### src/rtl/mgmt_pkg.sv
package mgmt_pkg;
    localparam int FRAME_BITS   = 32;
    localparam int PRE_BITS     = 32;
    localparam int DATA_BITS    = 16;
    localparam int ADDR_BITS    = 5;
    localparam int RELEASE_POS  = 14;
    localparam int TA2_POS      = 15;
    localparam int REG_W        = 18;
    localparam int MODE_BIT     = 16;
    localparam int PRE_BIT      = 17;
    localparam int RVALID_BIT   = 16;
    localparam int RPEND_BIT    = 17;
    localparam int WPEND_BIT    = 16;
    localparam int OP_LSB       = 16;
    localparam int PHY_LSB      = 8;
    localparam int REGF_LSB     = 0;

    typedef enum logic [1:0] {
        SEL_CFG  = 2'd0,
        SEL_CMD  = 2'd1,
        SEL_WDAT = 2'd2,
        SEL_RDAT = 2'd3
    } reg_sel_e;
endpackage

### src/rtl/mgmt_mdc_gen.sv
module mgmt_mdc_gen #(
    parameter int DIV_W = 8
) (
    input  logic             clk,
    input  logic             rst_n,
    input  logic             run_i,
    input  logic [DIV_W-1:0] half_i,
    output logic             mdc_o,
    output logic             rise_o,
    output logic             fall_o
);
    typedef struct packed {
        logic [DIV_W-1:0] cnt;
        logic             mdc;
    } gen_t;

    gen_t st_d, st_q;
    logic wrap;

    always_comb begin
        st_d   = st_q;
        wrap   = run_i && (st_q.cnt == half_i);
        rise_o = wrap && !st_q.mdc;
        fall_o = wrap && st_q.mdc;
        if (!run_i) begin
            st_d.cnt = '0;
            st_d.mdc = 1'b0;
        end else if (wrap) begin
            st_d.cnt = '0;
            st_d.mdc = !st_q.mdc;
        end else begin
            st_d.cnt = st_q.cnt + 1'b1;
        end
    end

    always_ff @(posedge clk or negedge rst_n) begin
        if (!rst_n) st_q <= '0;
        else        st_q <= st_d;
    end

    assign mdc_o = st_q.mdc;


    mdc_idle_low_chk: assert property (@(posedge clk) disable iff (!rst_n)
        !run_i |=> !mdc_o);
endmodule

### src/rtl/mgmt_frame_eng.sv
module mgmt_frame_eng
    import mgmt_pkg::*;
(
    input  logic                  clk,
    input  logic                  rst_n,
    input  logic                  start_i,
    input  logic [FRAME_BITS-1:0] frame_i,
    input  logic                  read_i,
    input  logic                  pre_en_i,
    input  logic                  rise_i,
    input  logic                  fall_i,
    input  logic                  mdio_i,
    output logic                  busy_o,
    output logic                  done_o,
    output logic                  mdio_o,
    output logic                  mdio_oe_o,
    output logic [DATA_BITS-1:0]  rdata_o,
    output logic                  ta_ok_o
);
    localparam int PW = $clog2(PRE_BITS + 1);
    localparam int FW = $clog2(FRAME_BITS);
    localparam logic [FW-1:0] LAST_POS = FW'(FRAME_BITS - 1);
    localparam logic [FW-1:0] REL_POS  = FW'(RELEASE_POS);
    localparam logic [FW-1:0] TA2      = FW'(TA2_POS);

    typedef struct packed {
        logic                  busy;
        logic                  rd;
        logic [PW-1:0]         pre_left;
        logic [FW-1:0]         pos;
        logic [FRAME_BITS-1:0] sh;
        logic [DATA_BITS-1:0]  rdat;
        logic                  ta_ok;
    } eng_t;

    eng_t st_d, st_q;
    logic in_frame;

    always_comb begin
        st_d     = st_q;
        in_frame = (st_q.pre_left == '0);
        done_o   = st_q.busy && fall_i && in_frame && (st_q.pos == LAST_POS);
        if (start_i && !st_q.busy) begin
            st_d.busy     = 1'b1;
            st_d.rd       = read_i;
            st_d.pre_left = pre_en_i ? PW'(PRE_BITS) : '0;
            st_d.pos      = '0;
            st_d.sh       = frame_i;
            st_d.ta_ok    = 1'b0;
        end else if (st_q.busy) begin
            if (rise_i && in_frame && st_q.rd) begin
                if (st_q.pos == TA2)
                    st_d.ta_ok = !mdio_i;
                else if (st_q.pos > TA2)
                    st_d.rdat = {st_q.rdat[DATA_BITS-2:0], mdio_i};
            end
            if (fall_i) begin
                if (!in_frame) begin
                    st_d.pre_left = st_q.pre_left - 1'b1;
                end else if (st_q.pos == LAST_POS) begin
                    st_d.busy = 1'b0;
                end else begin
                    st_d.pos = st_q.pos + 1'b1;
                    st_d.sh  = {st_q.sh[FRAME_BITS-2:0], 1'b0};
                end
            end
        end
    end

    always_ff @(posedge clk or negedge rst_n) begin
        if (!rst_n) st_q <= '0;
        else        st_q <= st_d;
    end

    assign busy_o    = st_q.busy;
    assign mdio_o    = (st_q.pre_left != '0) ? 1'b1 : st_q.sh[FRAME_BITS-1];
    assign mdio_oe_o = st_q.busy &&
                       !(st_q.rd && (st_q.pre_left == '0) && (st_q.pos >= REL_POS));
    assign rdata_o   = st_q.rdat;
    assign ta_ok_o   = st_q.ta_ok;


    drive_on_fall_chk: assert property (@(posedge clk) disable iff (!rst_n)
        (busy_o && !fall_i) |=> ($stable(mdio_o) && $stable(mdio_oe_o)));
endmodule

### src/rtl/mgmt_frame_master.sv
module mgmt_frame_master
    import mgmt_pkg::*;
#(
    parameter int DIV_W     = 8,
    parameter int DIV_RESET = 4
) (
    input  logic             clk,
    input  logic             rst_n,
    input  logic             reg_wr_en,
    input  logic [1:0]       reg_wr_addr,
    input  logic [REG_W-1:0] reg_wr_data,
    input  logic [1:0]       reg_rd_addr,
    output logic [REG_W-1:0] reg_rd_data,
    output logic             mdc,
    output logic             mdio_o,
    output logic             mdio_oe,
    input  logic             mdio_i
);
    typedef struct packed {
        logic [DIV_W-1:0]     half;
        logic                 ext;
        logic                 pre_en;
        logic [DATA_BITS-1:0] wdat;
        logic                 wpend;
        logic                 rpend;
        logic                 rvalid;
        logic [DATA_BITS-1:0] rdat;
    } regs_t;

    regs_t rg_d, rg_q;

    logic                  eng_start, eng_busy, eng_done, eng_ta_ok, eng_read;
    logic                  mdc_rise, mdc_fall;
    logic [FRAME_BITS-1:0] eng_frame;
    logic [DATA_BITS-1:0]  eng_rdata;
    logic [1:0]            cmd_op, wire_op, start_fld;
    logic [ADDR_BITS-1:0]  cmd_phy, cmd_reg;
    logic                  cmd_legal;

    always_comb begin
        rg_d      = rg_q;
        cmd_op    = reg_wr_data[OP_LSB +: 2];
        cmd_phy   = reg_wr_data[PHY_LSB +: ADDR_BITS];
        cmd_reg   = reg_wr_data[REGF_LSB +: ADDR_BITS];
        cmd_legal = rg_q.ext || !cmd_op[1];
        eng_read  = rg_q.ext ? cmd_op[1] : cmd_op[0];
        wire_op   = rg_q.ext ? cmd_op : (cmd_op[0] ? 2'b10 : 2'b01);
        start_fld = rg_q.ext ? 2'b00 : 2'b01;
        eng_frame = {start_fld, wire_op, cmd_phy, cmd_reg,
                     eng_read ? 2'b11 : 2'b10,
                     eng_read ? {DATA_BITS{1'b0}} : rg_q.wdat};
        eng_start = reg_wr_en && (reg_wr_addr == SEL_CMD) &&
                    !rg_q.wpend && !rg_q.rpend && cmd_legal;

        if (reg_wr_en && reg_wr_addr == SEL_CFG) begin
            rg_d.half   = reg_wr_data[DIV_W-1:0];
            rg_d.ext    = reg_wr_data[MODE_BIT];
            rg_d.pre_en = reg_wr_data[PRE_BIT];
        end
        if (reg_wr_en && reg_wr_addr == SEL_WDAT)
            rg_d.wdat = reg_wr_data[DATA_BITS-1:0];
        if (eng_start) begin
            if (eng_read) begin
                rg_d.rpend  = 1'b1;
                rg_d.rvalid = 1'b0;
            end else begin
                rg_d.wpend  = 1'b1;
            end
        end
        if (eng_done) begin
            rg_d.wpend = 1'b0;
            rg_d.rpend = 1'b0;
            if (rg_q.rpend) begin
                rg_d.rdat   = eng_rdata;
                rg_d.rvalid = eng_ta_ok;
            end
        end

        reg_rd_data = '0;
        unique case (reg_rd_addr)
            SEL_CFG: begin
                reg_rd_data[DIV_W-1:0] = rg_q.half;
                reg_rd_data[MODE_BIT]  = rg_q.ext;
                reg_rd_data[PRE_BIT]   = rg_q.pre_en;
            end
            SEL_CMD: reg_rd_data = '0;
            SEL_WDAT: begin
                reg_rd_data[DATA_BITS-1:0] = rg_q.wdat;
                reg_rd_data[WPEND_BIT]     = rg_q.wpend;
            end
            default: begin
                reg_rd_data[DATA_BITS-1:0] = rg_q.rdat;
                reg_rd_data[RVALID_BIT]    = rg_q.rvalid;
                reg_rd_data[RPEND_BIT]     = rg_q.rpend;
            end
        endcase
    end

    always_ff @(posedge clk or negedge rst_n) begin
        if (!rst_n) begin
            rg_q        <= '0;
            rg_q.half   <= DIV_W'(DIV_RESET);
            rg_q.pre_en <= 1'b1;
        end else begin
            rg_q <= rg_d;
        end
    end

    mgmt_mdc_gen #(.DIV_W(DIV_W)) clkgen_i (
        .clk    (clk),
        .rst_n  (rst_n),
        .run_i  (eng_busy),
        .half_i (rg_q.half),
        .mdc_o  (mdc),
        .rise_o (mdc_rise),
        .fall_o (mdc_fall)
    );

    mgmt_frame_eng engine_i (
        .clk       (clk),
        .rst_n     (rst_n),
        .start_i   (eng_start),
        .frame_i   (eng_frame),
        .read_i    (eng_read),
        .pre_en_i  (rg_q.pre_en),
        .rise_i    (mdc_rise),
        .fall_i    (mdc_fall),
        .mdio_i    (mdio_i),
        .busy_o    (eng_busy),
        .done_o    (eng_done),
        .mdio_o    (mdio_o),
        .mdio_oe_o (mdio_oe),
        .rdata_o   (eng_rdata),
        .ta_ok_o   (eng_ta_ok)
    );


    start_when_idle_chk: assert property (@(posedge clk) disable iff (!rst_n)
        eng_start |-> !eng_busy);


    pend_clear_at_end_chk: assert property (@(posedge clk) disable iff (!rst_n)
        ($fell(rg_q.wpend) || $fell(rg_q.rpend)) |-> $past(eng_done));


    valid_needs_ta_chk: assert property (@(posedge clk) disable iff (!rst_n)
        $rose(rg_q.rvalid) |-> $past(eng_done && eng_ta_ok));


    idle_bus_quiet_chk: assert property (@(posedge clk) disable iff (!rst_n)
        !eng_busy |-> (!mdio_oe && !mdc));
endmodule

### config.mk
export PLATFORM = sky130hd
export DESIGN_NAME = mgmt_frame_master
export DESIGN_NICKNAME = d
export VERILOG_FILES = /design/src/rtl/mgmt_pkg.sv /design/src/rtl/mgmt_mdc_gen.sv /design/src/rtl/mgmt_frame_eng.sv /design/src/rtl/mgmt_frame_master.sv
export SDC_FILE = /design/constraint.sdc
export NUM_CORES = 1
export LEC_CHECK = 0
export ABC_AREA = 1
export BUFFER_PORTS_ARGS = -buffer_cell sky130_fd_sc_hd__buf_2
export CORE_MARGIN = 2
export CORE_UTILIZATION = 45
export CTS_BUF_LIST = sky130_fd_sc_hd__clkbuf_8
export DETAILED_ROUTE_END_ITERATION = 7
export PLACE_DENSITY = 0.71
export SLEW_MARGIN = 20
export SYNTH_ARGS = -nofsm -noshare
export SYNTH_HDL_FRONTEND = slang
export SYNTH_SLANG_ARGS = --single-unit
### constraint.sdc
create_clock -name clk -period 1.95 [get_ports clk]
set_input_delay 0.39 -clock clk [delete_from_list [all_inputs] [get_ports clk]]
set_output_delay 0.39 -clock clk [all_outputs]
set_load 0.03 [all_outputs]
# Yosys cells after proc, flatten, opt, wreduce, memory -nomap -nowiden
# Index checks and enable logic that the tools add are counted.
# totals
ff_bits	116
latch_bits	0
ram_bits	0
mem_bits_ro	0
input_bits	26
output_inout_bits	21
wordCells	117
mem_count	0
# classes
add_sub_neg	3
multipliers	0
div	0
n_lt_le_gt_ge	2
n_eq_ne	11
shift	0
mux	36
n_bitwise	2
n_reduce_logical	46
# ops
op	count
2-to-1 mux 43 bit	2
2-to-1 mux 37 bit	2
2-to-1 mux 60 bit	1
2-to-1 mux 16 bit	3
2-to-1 mux 17 bit	2
case mux 8 bit (3 select lines)	1
2-to-1 mux 19 bit	1
logical AND 1 bit	18
case mux 8 bit (2 select lines)	1
nonzero test 2 bit	7
2-to-1 mux 1 bit	13
2-to-1 mux 6 bit	2
2-to-1 mux 9 bit	1
adder 8 x 1 -> 8 bit, second input constant	1
== test 8 bit	1
2-to-1 mux 8 bit	1
zero test 1 bit	7
zero test 6 bit	1
2-to-1 mux 2 bit	3
!= test 2 bit, second input constant	3
AND reduction 2 bit	3
AND reduction 3 bit	2
nonzero test 6 bit	1
subtractor 6 x 1 -> 6 bit, second input constant	1
other kinds (17)	22

# Longest topological paths before layout
# Gate-level depths: netlist of run 1.
# logic_depth
depth_word	8
ltp_mapped	13
mapped_depth_nobuf	12

# Hierarchy
# A second synthesis of run 1 with hierarchy kept.
# hier_totals
cells_unflattened	841
area_unflattened_um2	6286.0
# modules_own_cells
module	instances	cells_per_inst	area_each_um2	seq_area_each_um2
mgmt_frame_eng	1	447	3407.0	1551.5
mgmt_frame_master	1	290	2233.4	1128.6
mgmt_mdc_gen	1	104	645.6	225.2

# Worst setup path after synthesis of run 1
# OpenSTA, ideal clock, no wires.
# synth_path
path_kind	register to output
from	reg engine_i.st_q[54] in the netlist's numbering
to	out mdio_oe
t_arrival_ns	1.666
slack_ns	-0.106
path_stages_with_launch	8
n_path_buf	2
path_cell_list	dfrtp_1 inv_1 ha_1 nand3_1 nor2_1 buf_2 buf_2 a21oi_1
# synth_between
elab_chain_len	5
# synth_rtl
item	line_no	rtl
start: declaration	mgmt_frame_eng.sv:36	eng_t st_d, st_q;
start signal: assignment	mgmt_frame_eng.sv:72	else st_q <= st_d;
zero test 6 bit	mgmt_frame_eng.sv:78	!(st_q.rd && (st_q.pre_left == '0) && (st_q.pos >= REL_POS));
logical AND 1 bit (2 in series)	mgmt_frame_eng.sv:78	
zero test 1 bit	mgmt_frame_eng.sv:78	
logical AND 1 bit	mgmt_frame_eng.sv:77	assign mdio_oe_o = st_q.busy &&
end: declaration	mgmt_frame_master.sv:16	output logic mdio_oe,
# No other way between the ends.

# Final worst setup path of run 1
# layout_path
from	reg engine_i.st_q[54] in the netlist's numbering
to	out mdio_o
# layout_between
elab_chain_len	2
# layout_rtl
item	line_no	rtl
nonzero test 6 bit	mgmt_frame_eng.sv:76	assign mdio_o = (st_q.pre_left != '0) ? 1'b1 : st_q.sh[FRAME_BITS-1];
2-to-1 mux 1 bit	mgmt_frame_eng.sv:76	
end: declaration	mgmt_frame_master.sv:15	output logic mdio_o,
# No other way between the ends.

==> impl_summary.txt, run 1 <==
----------------------------------------------------
[Status]
  Result of the run ... complete, no violations

[CTS]
  Clock root buffer ... clkbuf_8
  Sink count of the clock tree ... 116
  Reg clk slew, reported paths ... 70 ps
  TritonCTS clock tree ... done
  H-tree depth ... 4
  Clk_lat worst skew ... 460 ps
  Number of clock buffers inserted by TritonCTS ... 17
  Max Root-Sink Buffers ... 2

[Worst setup path]
  Req. time, crit path ... 1560 ps
  Reg-to-reg critical path startpoint ... engine_i.st_q[50]
  Kind of critical path ... reg2out
  Biggest fanout along the worst timing path ... 3
  Reg2reg setup slack ... 90 ps
  Crit start category ... flip-flop
  Arrival time worst endpoint ... 1550 ps
  End of the worst register-to-register path ... engine_i.rdata_o[14]
  Startpoint of the most critical setup path ... engine_i.st_q[54]
  Slowest cell on the critical path ... dfrtp_1
  Sequence of cells on the critical path ... inv_2 -> ha_4 -> nand3_4 -> or2_4 -> buf_6
  Critical Path Max Stage Delay ... 400 ps
  Reg2reg path depth ... 11
  Critical path endpoint category ... output pin
  Destination of the critical timing path ... mdio_o

[STA]
  Final Hold Fails ... 0
  Final period utilization ... 99.7%
  Setup TNS Final ... 0 ps
  Setup Skew ... 11.3 ps
  Post-Route Hold Slack ... 172 ps
  Achievable frequency ... 515 MHz
  Actual transition at the worst max-transition pin ... 465 ps
  Count of pins over their slew limit ... 0
  Setup violation total in the final timing report ... 0
  Minimum clock period after layout ... 1940 ps
  Unrepaired setup endpoints after global routing ... yes
  Slew HR ... 68.9%

[Placement]
  Gp weighted congestion ... 0.833
  DPL Wire Length ... 10.4 mm
  Placed instance area ... 6560 µm²
  Count of port buffers added during placement ... 46

[GRT]
  First-pass GRT wire length ... 24.9 mm
  Maximum number of pins on one net before global-route repair ... 47
  Antenna violations before repair ... 0
  Vias in the first global route ... 4953
  Remaining global-route overflow ... 0
  Combined global-route utilization of all metal layers ... 22.5%

[Power and ir drop]
  Worst vdd ir ... 637 µV
  Static Leak ... 3.94 nW
  Switching fraction of total power ... 33.9%
  Total power density per cell area ... 997 nW/µm²
  Switching power ... 2.47 mW
  P_int ... 4.80 mW
  Share of power burned in combinational logic ... 26.1%
  Sum of internal, switching and leakage power ... 7.27 mW
  Fraction of power consumed by sequential logic ... 43.4%
  Clk network pwr share ... 30.5%

[Finish]
  Share of post-route cells with drive strength above 1 ... 22.1%
  Count of nets after finishing ... 876
  End-of-flow core utilization ... 55.7%
  Final standard cell area without fillers ... 7290 µm²
  Area added between synthesis and finish ... 22.3%
  # diodes ... 0

[Logic synthesis]
  Synth warn ... 0
  Flop and latch count out of synthesis ... 116
  Post-Synthesis Net Count ... 793
  Most frequently used cell type in the post-synthesis netlist ... nand2_1
  Top flip-flop cell by instance count after synthesis ... dfrtp_1
  Ranking of synthesized cells by instance count ... nand2_1 (294), dfrtp_1 (114), inv_1 (57)
  Post-Synthesis Mean Instance Area ... 7.84 µm²
  Post-synth EDFFs ... 0
  Cell area after technology mapping ... 5960 µm²
  Sequential area share after synthesis ... 48.8%
  Number of distinct library cells after synthesis ... 36
  Leading cell types by total area after synthesis ... dfrtp_1 (48%), nand2_1 (19%), o21ai_0 (4.5%)
  Synthesized instance count ... 760
  Largest area contributor in the synthesized netlist ... dfrtp_1
  Async SR Flop Fraction ... 100%
  Share of the synthesized area in the top cell type ... 47.9%

[Die]
  Floorplan die width ... 119 µm
  Die outline height ... 119 µm
  Number of cell rows ... 42
  Initial core utilization ... 45.5%
  Die area ... 14200 µm²
  Area of the core ... 13100 µm²
  IO Count ... 47

[Detailed routing]
  Remaining routing DRC violations ... 0
  Post-route met1 wirelength ... 6.85 mm
  Pre-Repair DR Iteration Count ... 5
  Remaining antenna violation count after routing ... 0
  DR WL met2 ... 7.25 mm
  Routed wire length per instance ... 14.7 µm
  Vias ... 5279
  Number of DRC violations after detailed-routing iteration 0 ... 412
  Met3 wire length ... 704 µm
  Via density per instance ... 5.12
  Highest routing layer actually used ... met4
  Total wirelength of the detailed-routed design ... 15.2 mm

[Run]
  Max_cap viols ... 0

[Worst hold path]
  Worst Hold Class ... in2reg

----------------------------------------------------
[power by group through the flow]
stage	combinational (mW)	sequential, mW	clock (mW)
after global placement	1.59	3.18	0
final	1.90	3.16	2.22
after global routing	2.16	3.20	2.36
after detailed placement	1.63	3.18	0
after CTS	1.80	3.14	2.24
after floorplan	1.18	3.09	0
[how the worst min path moves through the flow]
stage	start	endpoint	slack, ps	cells past startpoint
6_report	reg_wr_data[13]	rg_q[32]	170	2
5_1_grt	reg_wr_data[13]	rg_q[32]	170	2
4_1_cts	reg_wr_data[13]	rg_q[32]	160	2
3_5_place_dp	rst_n	clkgen_i.st_q[6]	370	1
3_3_place_gp	rst_n	clkgen_i.st_q[7]	370	1
2_1_floorplan	rst_n	clkgen_i.mdc_o	90	0
[what timing repair did]
action,CTS,global route
pin swaps,2,6
hold buffers,1,0
setup buffers,7,11
gates cloned,0,3
resized for setup,16,23
endpoints found under the setup margin,2,78
hold endpoints to repair,28,0
[placed cells by master, fill, tap and decap left out, types with 4 or more instances in the layout]
cell type and instances:
buf_4 47, clkinv_2 10, xor2_1 6, a21oi_1 4, nand3_1 35, nand4_1 35, dfrtp_1 113, nand2_1 292
inv_2 8, nor2_1 38, buf_2 41, o211ai_1 8, a22o_1 8, nor2_4 6, clkbuf_8 17, ha_1 5
buf_12 6, inv_1 57, nand3_2 21, o21ai_0 51
[routing by layer]
metal | up-vias | GRT usage, %
met5 | - | 0
met3 | 25 | 5.03
li1 | 2619 | -
met1 | 2491 | 30.8
met2 | 144 | 34.5
met4 | 0 | 9.45
[cell families (layout without fill, tap and decap cells)]
group	count (synthesis)	count (layout)	synth area share, %
AO/OA/AOI/OAI	81	81	7.90
XOR/XNOR	8	8	1.18
adder cells (fa/ha/maj)	7	7	1.47
buffers and inverters	103	198	7.41
flip-flops	116	116	48.8
multiplexers	2	2	0.378
AND/OR/NAND/NOR	443	444	32.9
[worst max-delay path, delay by kind of cell, from the launching register on]
kind | cells | cell delay (ps)
and+or+nand+nor | 2 | 330
buffers and inverters | 2 | 230
DFF | 1 | 400
adders and majority gates | 1 | 140
[sequential cells by signal (all words and copies together), names as in the netlist]
name / count
rg_q: 45
clkgen_i.st_q: 8
engine_i.busy_o: 1
engine_i.ta_ok_o: 1
clkgen_i.mdc_o: 1
engine_i.rdata_o: 16
engine_i.st_q: 44
[final cells by class]
cell class,instances,area (µm²)
Fill cell,1177,5800
Sequential cell,116,2910
Multi-Input combinational cell,542,2740
Timing Repair Buffer,102,795
Inverter,64,240
Clock buffer,17,234
Tap cell,176,220
Clock inverter,15,148
[stage by stage]
step / worst slack, ps / std cells
2_1_floorplan: 50.9 / 760
3_5_place_dp: 78.7 / 978
5_1_grt: -45.3 / 1032
3_3_place_gp: 116 / 978
6_report: 6.39 / 1032
4_1_cts: 0.455 / 1018
Note: power is estimated with default switching activity, not from simulation.
==> run 2: changes to the inputs <==
--- a/config.mk
+++ b/config.mk
@@ -7,11 +7,10 @@
 export LEC_CHECK = 0
 export ABC_AREA = 1
 export BUFFER_PORTS_ARGS = -buffer_cell sky130_fd_sc_hd__buf_2
-export CORE_MARGIN = 2
-export CORE_UTILIZATION = 45
-export CTS_BUF_LIST = sky130_fd_sc_hd__clkbuf_8
+export CORE_MARGIN = 4
+export CORE_UTILIZATION = 40
 export DETAILED_ROUTE_END_ITERATION = 7
-export PLACE_DENSITY = 0.71
+export PLACE_DENSITY = 0.65
 export SLEW_MARGIN = 20
 export SYNTH_ARGS = -nofsm -noshare
 export SYNTH_HDL_FRONTEND = slang
==> run 2 against run 1 <==
Effect of this change: sequential cell count did not move; sequential share of layout area fell by 1.8 points; worst setup slack improved by 16 ps; count of clock-buffer cells in the layout rose by 8; register-to-register slack got worse by 40 ps; fmax rose by 0.85%; critical endpoint is now mdio_oe.
==> impl_summary.txt, run 2 (same netlist as run 1, synthesis figures left out) <==
----------------------------------------------------
[Status]
  Result of the run ... complete, no violations

[GRT]
  Vias in the first global route ... 4813
  Antenna violations before repair ... 0
  Maximum number of pins on one net before global-route repair ... 66
  Combined global-route utilization of all metal layers ... 19.0%
  Remaining global-route overflow ... 0
  First-pass GRT wire length ... 24.8 mm

[Placement]
  Placed Instances ... 989
  DPL Wire Length ... 10.6 mm
  Count of port buffers added during placement ... 46
  Gp weighted congestion ... 0.826

[Die]
  Floorplan die width ... 130 µm
  Die area ... 16900 µm²
  IO Count ... 47
  Area of the core ... 14600 µm²
  Number of cell rows ... 44
  Initial core utilization ... 40.8%
  Die outline height ... 130 µm

[STA]
  Setup violation total in the final timing report ... 0
  Setup Skew ... 10.0 ps
  Post-Route Hold Slack ... 201 ps
  Final period utilization ... 98.8%
  Actual transition at the worst max-transition pin ... 455 ps
  Slew HR ... 69.7%
  Final Hold Fails ... 0
  Count of pins over their slew limit ... 0
  Achievable frequency ... 519 MHz
  Minimum clock period after layout ... 1930 ps
  Unrepaired setup endpoints after global routing ... yes

[Detailed routing]
  Pre-Repair DR Iteration Count ... 5
  Routed wire length per instance ... 15.4 µm
  Total wirelength of the detailed-routed design ... 15.9 mm
  Via density per instance ... 5.03
  Remaining routing DRC violations ... 0
  Vias ... 5212
  Number of DRC violations after detailed-routing iteration 0 ... 396
  Remaining antenna violation count after routing ... 0

[Worst setup path]
  Reg2reg path depth ... 12
  Critical path endpoint category ... output pin
  Crit start category ... flip-flop
  Reg-to-reg critical path startpoint ... engine_i.st_q[49]
  End of the worst register-to-register path ... engine_i.rdata_o[6]
  Arrival time worst endpoint ... 1540 ps
  Kind of critical path ... reg2out
  Biggest fanout along the worst timing path ... 2
  Reg2reg setup slack ... 50 ps
  Req. time, crit path ... 1560 ps

[Finish]
  Number of fill cells ... 1351
  Leading cell type in the layout, fill and taps excluded ... nand2_1
  # diodes ... 0
  Count of nets after finishing ... 875
  Area used by multi-input combinational logic ... 2810 µm²
  Largest register FFs ... 45
  Seq. cell area ... 2910 µm²
  Commonest cells after routing, fill and taps aside ... nand2_1 (280), dfrtp_1 (112), inv_1 (55)
  Area added between synthesis and finish ... 28.2%
  Register with the most flip-flops ... rg_q
  Share of post-route cells with drive strength above 1 ... 23.8%
  Post-route non-filler standard cell count ... 1036

[Power and ir drop]
  Total power density per cell area ... 1060 nW/µm²
  Worst vdd ir ... 574 µV
  Static Leak ... 4.06 nW

[CTS]
  Number of clock buffers inserted by TritonCTS ... 17
  Clock root buffer ... clkbuf_16
  H-tree depth ... 4
  Clk_lat worst skew ... 420 ps
  Sink count of the clock tree ... 116
  Reg clk slew, reported paths ... 50 ps
  TritonCTS clock tree ... done
  Max Root-Sink Buffers ... 2

[Worst hold path]
  Number of stages on the worst hold path ... 2
  End of the worst hold path ... rg_q[32]
  Launch instance of the worst min-delay path ... reg_wr_data[13]
  Worst Hold Class ... in2reg

[Run]
  Max_cap viols ... 0

----------------------------------------------------
run 2: what timing repair did:
action                                  CTS  global route
buffers inserted                          6             7
resized for setup                        13            48
cloned                                    0             4
hold buffers                              1             0
pin swaps                                 3            12
hold endpoints to repair                 28             0
endpoints found under the setup margin    3            77
run 2: worst max-delay path by stage:
| stage | start | slack (ps) | endpoint | depth (start not counted) |
|---|---|---|---|---|
| after floorplan | engine_i.st_q[54] | 50 | mdio_oe | 7 |
| after global placement | clkgen_i.st_q[6] | 110 | rg_q[2] | 13 |
| after detailed placement | clkgen_i.st_q[6] | 80 | rg_q[11] | 13 |
| after CTS | engine_i.busy_o | -20 | mdio_oe | 4 |
| after global routing | engine_i.st_q[50] | -50 | mdio_oe | 6 |
| final | engine_i.st_q[50] | 20 | mdio_oe | 6 |
run 2: stage by stage:
stage | util, % | area [µm²] | setup WS [ps] | power (mW) | setup TNS [ps]
after floorplan | - | 5960 | 50.9 | 4.27 | 0
after global placement | 45.4 | 6630 | 113 | 4.81 | 0
after detailed placement | 45.4 | 6630 | 83.2 | 4.83 | 0
after CTS | 50.2 | 7320 | -15.9 | 8.03 | -15.9
after global routing | 52.4 | 7640 | -46.1 | 8.57 | -263
final | 52.4 | 7640 | 22.8 | 8.11 | 0
run 2: final cells by class:
cell class	instances	share of cell area, %
flip-flops and latches	116	38.1
multi-input cells	542	36.8
repair buffers	101	11.3
clock buffers	25	6.75
inverters	64	3.18
well taps	184	3.01
clock inverters	4	0.917
run 2: power breakdown:
group          switching, mW  internal (mW)  leakage, nW  total [mW]
clock                   1.03           2.06        0.291        3.09
sequential             0.382           2.79         1.36        3.17
combinational           1.10          0.759         2.40        1.86
run 2: critical path, cell delays in order, from the launching register on:
cell     delay, ps
dfrtp_1        380
buf_6          120
buf_4          130
nor2_4         100
o21ai_2         70
a21oi_2        160
buf_6          150
run 2: metal layers:
metal  track usage (%)  part of all wire, %
met4              7.89                  2.9
met1              25.4                   45
met5                 0                    0
met3              4.79                  4.1
met2              29.6                   48
